$ cat config.mk
export PLATFORM = sky130hd
export DESIGN_NAME = lt_timer
export DESIGN_NICKNAME = d
export VERILOG_FILES = /design/src/rtl/lt_pkg.sv /design/src/rtl/lt_prescaler.sv /design/src/rtl/lt_period.sv /design/src/rtl/lt_timer.sv
export SDC_FILE = /design/constraint.sdc
export NUM_CORES = 1
export LEC_CHECK = 0
export BUFFER_PORTS_ARGS = -buffer_cell sky130_fd_sc_hd__buf_2
export CAP_MARGIN = 20
export CORE_ASPECT_RATIO = 1.1
export CORE_MARGIN = 2
export CORE_UTILIZATION = 25
export CTS_CLUSTER_DIAMETER = 80
export DETAILED_ROUTE_END_ITERATION = 10
export SLEW_MARGIN = 20
export SYNTH_ARGS = -nofsm -noshare
export SYNTH_HDL_FRONTEND = slang
export SYNTH_SLANG_ARGS = --single-unit
$ cat constraint.sdc
create_clock -name clk -period 3.15 [get_ports clk]
set_input_delay 0 -clock clk [delete_from_list [all_inputs] [get_ports clk]]
set_output_delay 0 -clock clk [all_outputs]
set_load 0.1 [all_outputs]
$ cat src/rtl/lt_pkg.sv
// Shared constants and helpers for the local interrupt timer.
package lt_pkg;
    localparam int SHIFT_W  = 3;
    localparam int MASK_BIT = 16;
    localparam int PER_BIT  = 17;

    typedef enum logic [1:0] {
        ADDR_ENTRY = 2'd0,
        ADDR_DIV   = 2'd1,
        ADDR_INIT  = 2'd2,
        ADDR_COUNT = 2'd3
    } lt_addr_e;

    // Map divide bits {3,1,0} to a shift: (v+1) mod 8.
    function automatic logic [SHIFT_W-1:0] shift_from_div(input logic [3:0] d);
        logic [SHIFT_W-1:0] v;
        v = {d[3], d[1], d[0]};
        return v + 3'd1;
    endfunction
endpackage

$ cat src/rtl/lt_prescaler.sv
// Power-of-two prescaler. It emits a tick on the last clock of every 2^shift
// clocks. Assumes shift only changes together with restart.
module lt_prescaler #(
    parameter int SHIFT_W = 3
) (
    input  logic               clk,
    input  logic               rst_n,
    input  logic               restart,
    input  logic [SHIFT_W-1:0] shift,
    output logic               tick
);
    localparam int PRE_W = (1 << SHIFT_W) - 1;

    logic [PRE_W-1:0] pre_q;
    logic [PRE_W-1:0] limit;

    // Terminal value of the prescale counter for the current shift.
    always_comb limit = (PRE_W'(1) << shift) - PRE_W'(1);

    assign tick = (pre_q == limit);

    // Advance the prescale counter, wrapping at the terminal value.
    always_ff @(posedge clk) begin
        if (!rst_n || restart) pre_q <= '0;
        else if (tick)         pre_q <= '0;
        else                   pre_q <= pre_q + PRE_W'(1);
    end

    a_r2_tick_wraps: assert property (@(posedge clk) disable iff (!rst_n)
        tick |=> (pre_q == '0));
endmodule

$ cat src/rtl/lt_period.sv
// Phase counter over one period of init+1 ticks. Produces a registered fire
// flag at each expiry. Assumes the mode stays stable while counting.
module lt_period #(
    parameter int CNT_W = 32
) (
    input  logic             clk,
    input  logic             rst_n,
    input  logic             restart,
    input  logic             tick,
    input  logic             periodic,
    input  logic [CNT_W-1:0] init,
    output logic [CNT_W-1:0] phase,
    output logic             expired,
    output logic             fire
);
    // Step the phase on each tick; wrap in periodic mode, stop in one-shot.
    always_ff @(posedge clk) begin
        if (!rst_n || restart) begin
            phase   <= '0;
            expired <= 1'b0;
            fire    <= 1'b0;
        end else begin
            fire <= 1'b0;
            if (tick && !expired) begin
                if (phase == init) begin
                    fire <= (init != '0);
                    if (periodic) phase <= '0;
                    else          expired <= 1'b1;
                end else begin
                    phase <= phase + CNT_W'(1);
                end
            end
        end
    end

    a_r7_phase_in_range: assert property (@(posedge clk) disable iff (!rst_n)
        phase <= init);
endmodule

$ cat src/rtl/lt_timer.sv
// Local interrupt timer top: register port, prescaler and period counter.
// Assumes CNT_W >= 18 so the vector entry fits in one word.
module lt_timer
    import lt_pkg::*;
#(
    parameter int CNT_W = 32,
    parameter int VEC_W = 8
) (
    input  logic             clk,
    input  logic             rst_n,
    input  logic             wr_en,
    input  logic [1:0]       wr_addr,
    input  logic [CNT_W-1:0] wr_data,
    input  logic [1:0]       rd_addr,
    output logic [CNT_W-1:0] rd_data,
    output logic             irq,
    output logic [VEC_W-1:0] irq_vector
);
    logic [VEC_W-1:0]   vec_q;
    logic               mask_q;
    logic               per_q;
    logic [3:0]         div_q;
    logic [SHIFT_W-1:0] shift_q;
    logic [CNT_W-1:0]   init_q;
    logic               restart;
    logic               tick;
    logic [CNT_W-1:0]   phase;
    logic               expired;
    logic               fire;
    logic [CNT_W-1:0]   cur_count;

    assign restart = wr_en && (wr_addr == ADDR_INIT || wr_addr == ADDR_DIV);

    // Register file writes.
    always_ff @(posedge clk) begin
        if (!rst_n) begin
            vec_q   <= '0;
            mask_q  <= 1'b1;
            per_q   <= 1'b0;
            div_q   <= '0;
            shift_q <= '0;
            init_q  <= '0;
        end else if (wr_en) begin
            case (wr_addr)
                ADDR_ENTRY: begin
                    vec_q  <= wr_data[VEC_W-1:0];
                    mask_q <= wr_data[MASK_BIT];
                    per_q  <= wr_data[PER_BIT];
                end
                ADDR_DIV: begin
                    div_q   <= {wr_data[3], 1'b0, wr_data[1:0]};
                    shift_q <= shift_from_div(wr_data[3:0]);
                end
                ADDR_INIT: init_q <= wr_data;
                default: ;
            endcase
        end
    end

    lt_prescaler #(.SHIFT_W(SHIFT_W)) u_pre (
        .clk(clk), .rst_n(rst_n), .restart(restart), .shift(shift_q), .tick(tick)
    );

    lt_period #(.CNT_W(CNT_W)) u_per (
        .clk(clk), .rst_n(rst_n), .restart(restart), .tick(tick),
        .periodic(per_q), .init(init_q), .phase(phase),
        .expired(expired), .fire(fire)
    );

    // Remaining count: zero once a one-shot run has expired.
    always_comb cur_count = expired ? '0 : (init_q - phase);

    // Combinational read mux.
    always_comb begin
        rd_data = '0;
        case (rd_addr)
            ADDR_ENTRY: begin
                rd_data[VEC_W-1:0] = vec_q;
                rd_data[MASK_BIT]  = mask_q;
                rd_data[PER_BIT]   = per_q;
            end
            ADDR_DIV:   rd_data[3:0] = div_q;
            ADDR_INIT:  rd_data = init_q;
            default:    rd_data = cur_count;
        endcase
    end

    assign irq        = fire && !mask_q;
    assign irq_vector = vec_q;

    a_r8_masked_quiet: assert property (@(posedge clk) disable iff (!rst_n)
        mask_q |-> !irq);
    a_r5_zero_period_quiet: assert property (@(posedge clk) disable iff (!rst_n)
        (per_q && init_q == '0) |-> !irq);
    a_r10_single_cycle: assert property (@(posedge clk) disable iff (!rst_n)
        irq |=> !irq);
    a_r7_count_bounded: assert property (@(posedge clk) disable iff (!rst_n)
        cur_count <= init_q);
endmodule

==> out/metrics.yaml <==
global_route:
  grtUsageMet2_pct: 24.46
  top_usage_layer: "met2"
  grt_antenna_before_repair: 0
  grt_pass1_wl_um: 32170
  grt_pass1_vias: 5867
  grt_remaining_overflow: 0
  grt.total_usage_pct: 15.55
  grtUsageMet3_pct: 2.503
  met1_usage_pct: 21.87
  grt_max_degree: 47
setup_path:
  rr_worst_depth: 11
  critPathMaxFanout: 6
  endpoint_kind: "output pin"
  crit_start: "u_per.phase[5]"
  endpoint: "rd_data[29]"
  r2r_setup_slack_ns: 0.20
  critical_path_class: "register to output pin"
  critPathLaunchType: "register"
  r2r-end: "u_per.phase[11]"
  cp.arrival_ns: 3.06
  r2r-start: "u_per.phase[5]"
  cpPeakStageDelay_ns: 0.39
  required_ns: 3.15
  slowest_stage: "ha_2"
  path_cells: "inv_1 > ha_2 > and4_1 > o311a_1 > nor3_2 > o211ai_1 > nand2_2 > o31ai_4 > xnor2_1 > a22o_1 > buf_12"
timing:
  setup_viol: 0
  tightest_slew_ns: 0.6870
  clock.fmax_mhz: 326.6
  fin_worst_skew_ns: 0.008381
  post-route-period-util_pct: 97.20
  min_period_ns: 3.062
  max_slew_margin_pct: 53.78
  hold_viol_final: 0
  rsz0062_at_grt: "yes"
  final_max_slew_viol_count: 0
  hold_ws_ns: 0.1499
pwr:
  powerDensity_mw_per_mm2: 478.4
  p_leak_nw: 3.337
  peakVddDrop_mv: 0.3137
  p_total_mw: 3.942
logic_synthesis:
  yosys.area.top_type: "dfxtp_1"
  ys_types: 69
  synth_edf_count: 0
  syn_inst: 855
  syn_avg_cell_area_um2: 7.298
  yosys-top-cells-area: "dfxtp_1 (29%), nand2_1 (11%), ha_1 (7.6%)"
  synth_top_flop_cell: "dfxtp_1"
  synth.net_count: 933
  synth_common_cells: "nand2_1 (175), dfxtp_1 (89), a21oi_1 (80)"
  yosys.area.top_type_share_pct: 28.55
  yosysMostFrequentCell: "nand2_1"
  synthArstFlopShare_pct: 0
  yosysSeqAreaShare_pct: 28.55
  ys_warn_count: 0
  synth-seq-cells: 89
  synth_area_mm2: 0.006240
drt:
  dr_total_vias: 6478
  avgRoutedWirePerCell_um: 16.40
  drtIter0Drc: 494
  wl_um: 21060
  ant_nets: 0
  drt-pass1-iter-count: 8
  via_per_inst: 5.045
  remaining_drc_errors: 0
clocking:
  cts_tree: "built"
  root_buffer: "clkbuf_16"
  clockBufferDepth: 2
  cts_buffers: 9
  cts_htree_levels: 3
  clock_latency_ns: 0.36
  clock_sinks: 89
  clkSlewWorstSetupHoldPaths_ns: 0.07
cells_and_area:
  num-fill-cells: 2628
  num-nets-final: 1047
  layout-drive-gt1-share_pct: 21.05
  diodes: 0
  area_growth_syn_to_layout_pct: 32.04
  final_cells: 1284
  design_area_mm2: 0.008239
  finish.utilization_pct: 33.67
floorplanning:
  start_util_pct: 25.50
  rows: 60
  coreArea_mm2: 0.02447
  die_area_mm2: 0.02624
  die_w_um: 154.6
  die_height_um: 169.7
  ios: 80
placed_design:
  place.gp.congestion: 0.9224
  post_dp_cell_area_mm2: 0.007331
  dp.cells: 1230
  port_buffers: 79
  place_hpwl_um: 15910
run_status:
  status: "finished, final reports clean"
job:
  drv_cap: 0
min_path:
  hold_path.class: "input pin to register"
[critical path: cells and delay by family (launching register included)]
kind | cells | cell delay [ns]
buffers and inverters | 2 | 0.28
XOR/XNOR | 1 | 0.15
flip-flops | 1 | 0.36
AND/OR/NAND/NOR | 3 | 0.43
adder cells (fa/ha/maj) | 1 | 0.39
AO/OA/AOI/OAI | 4 | 1.09
[metrics by stage]
stage / TNS, ns / setup WS, ns
4_1_cts: 0 / 0.01105
6_report: 0 / 0.08826
3_5_place_dp: 0 / 0.1319
5_1_grt: -0.06274 / -0.02306
2_1_floorplan: -0.4294 / -0.4294
3_3_place_gp: 0 / 0.1248
[cell families after synthesis]
kind of cell | count (synthesis) | synth area share [%]
and+or+nand+nor | 372 | 28.47
buffers and inverters | 89 | 5.434
DFF | 89 | 28.55
AOI/OAI and AO/OA | 199 | 19.97
muxes | 10 | 1.624
xor gates and xnor gates | 57 | 8.001
adders and majority gates | 39 | 7.941
[state kept, by name (all words and copies together) (netlist names)]
signal and flops:
init_q 32, u_per.phase 32, irq_vector 8, u_pre.pre_q 7, div_q 3, shift_q 3
mask_q 1, per_q 1, u_per.expired 1, u_per.fire 1
[final cells by class]
| type | instances | area (µm²) | area share, % |
|---|---|---|---|
| clock buffers | 11 | 242.7 | 2.946 |
| flip-flops and latches | 89 | 1794 | 21.78 |
| inverters | 45 | 168.9 | 2.050 |
| well taps | 310 | 387.9 | 4.708 |
| multi-input cells | 677 | 4389 | 53.27 |
| repair buffers | 147 | 1195 | 14.50 |
| clock inverters | 5 | 61.31 | 0.7441 |
[cells in the final DEF, fill, tap and decap left out, drive strengths merged, types with 8 or more instances in the layout]
cell and count:
ha 38, clkbuf 11, nand2 176, or3 8, xor2 18, dlygate4sd3 34, nand3 23, buf 113
a21o 17, nor4 20, o22ai 8, inv 48, o21ai 38, xnor2 39, a21oi 80, nand4 22
nor2 63, dfxtp 89, nor3 19, mux2i 9
[per-layer routing]
| layer | vias to the layer above | part of all wire (%) | wire (µm) |
|---|---|---|---|
| met3 | 20 | 5.8 | 1221 |
| met4 | 0 | 1.4 | 287 |
| met2 | 202 | 45 | 9488 |
| met1 | 3025 | 48 | 10060 |
| li1 | 3231 | - | - |
| met5 | - | 0 | 0 |
[power breakdown]
part / leakage (nW) / total, mW / internal [mW] / switching (mW)
clock: 0.151 / 1.13 / 0.644 / 0.484
sequential: 0.725 / 1.20 / 1.16 / 0.0408
combinational: 2.46 / 1.62 / 0.571 / 1.05
[worst min-delay path by stage]
stage / start / endpoint / slack [ns] / depth (start not counted)
after floorplan: rst_n / mask_q / 0.07 / 1
after global placement: rst_n / mask_q / 0.23 / 2
after detailed placement: rst_n / mask_q / 0.24 / 2
after CTS: wr_en / shift_q[2] / 0.14 / 3
after global routing: wr_en / u_per.expired / 0.21 / 4
final: wr_en / shift_q[2] / 0.15 / 3
[repair_timing]
action,CTS,global route
buffers inserted,0,4
endpoints found under the hold margin,46,0
pin swaps,5,15
gates resized for setup,18,42
hold buffers,34,0
setup endpoints to repair,16,19
Note: power is estimated with default switching activity, not from simulation.
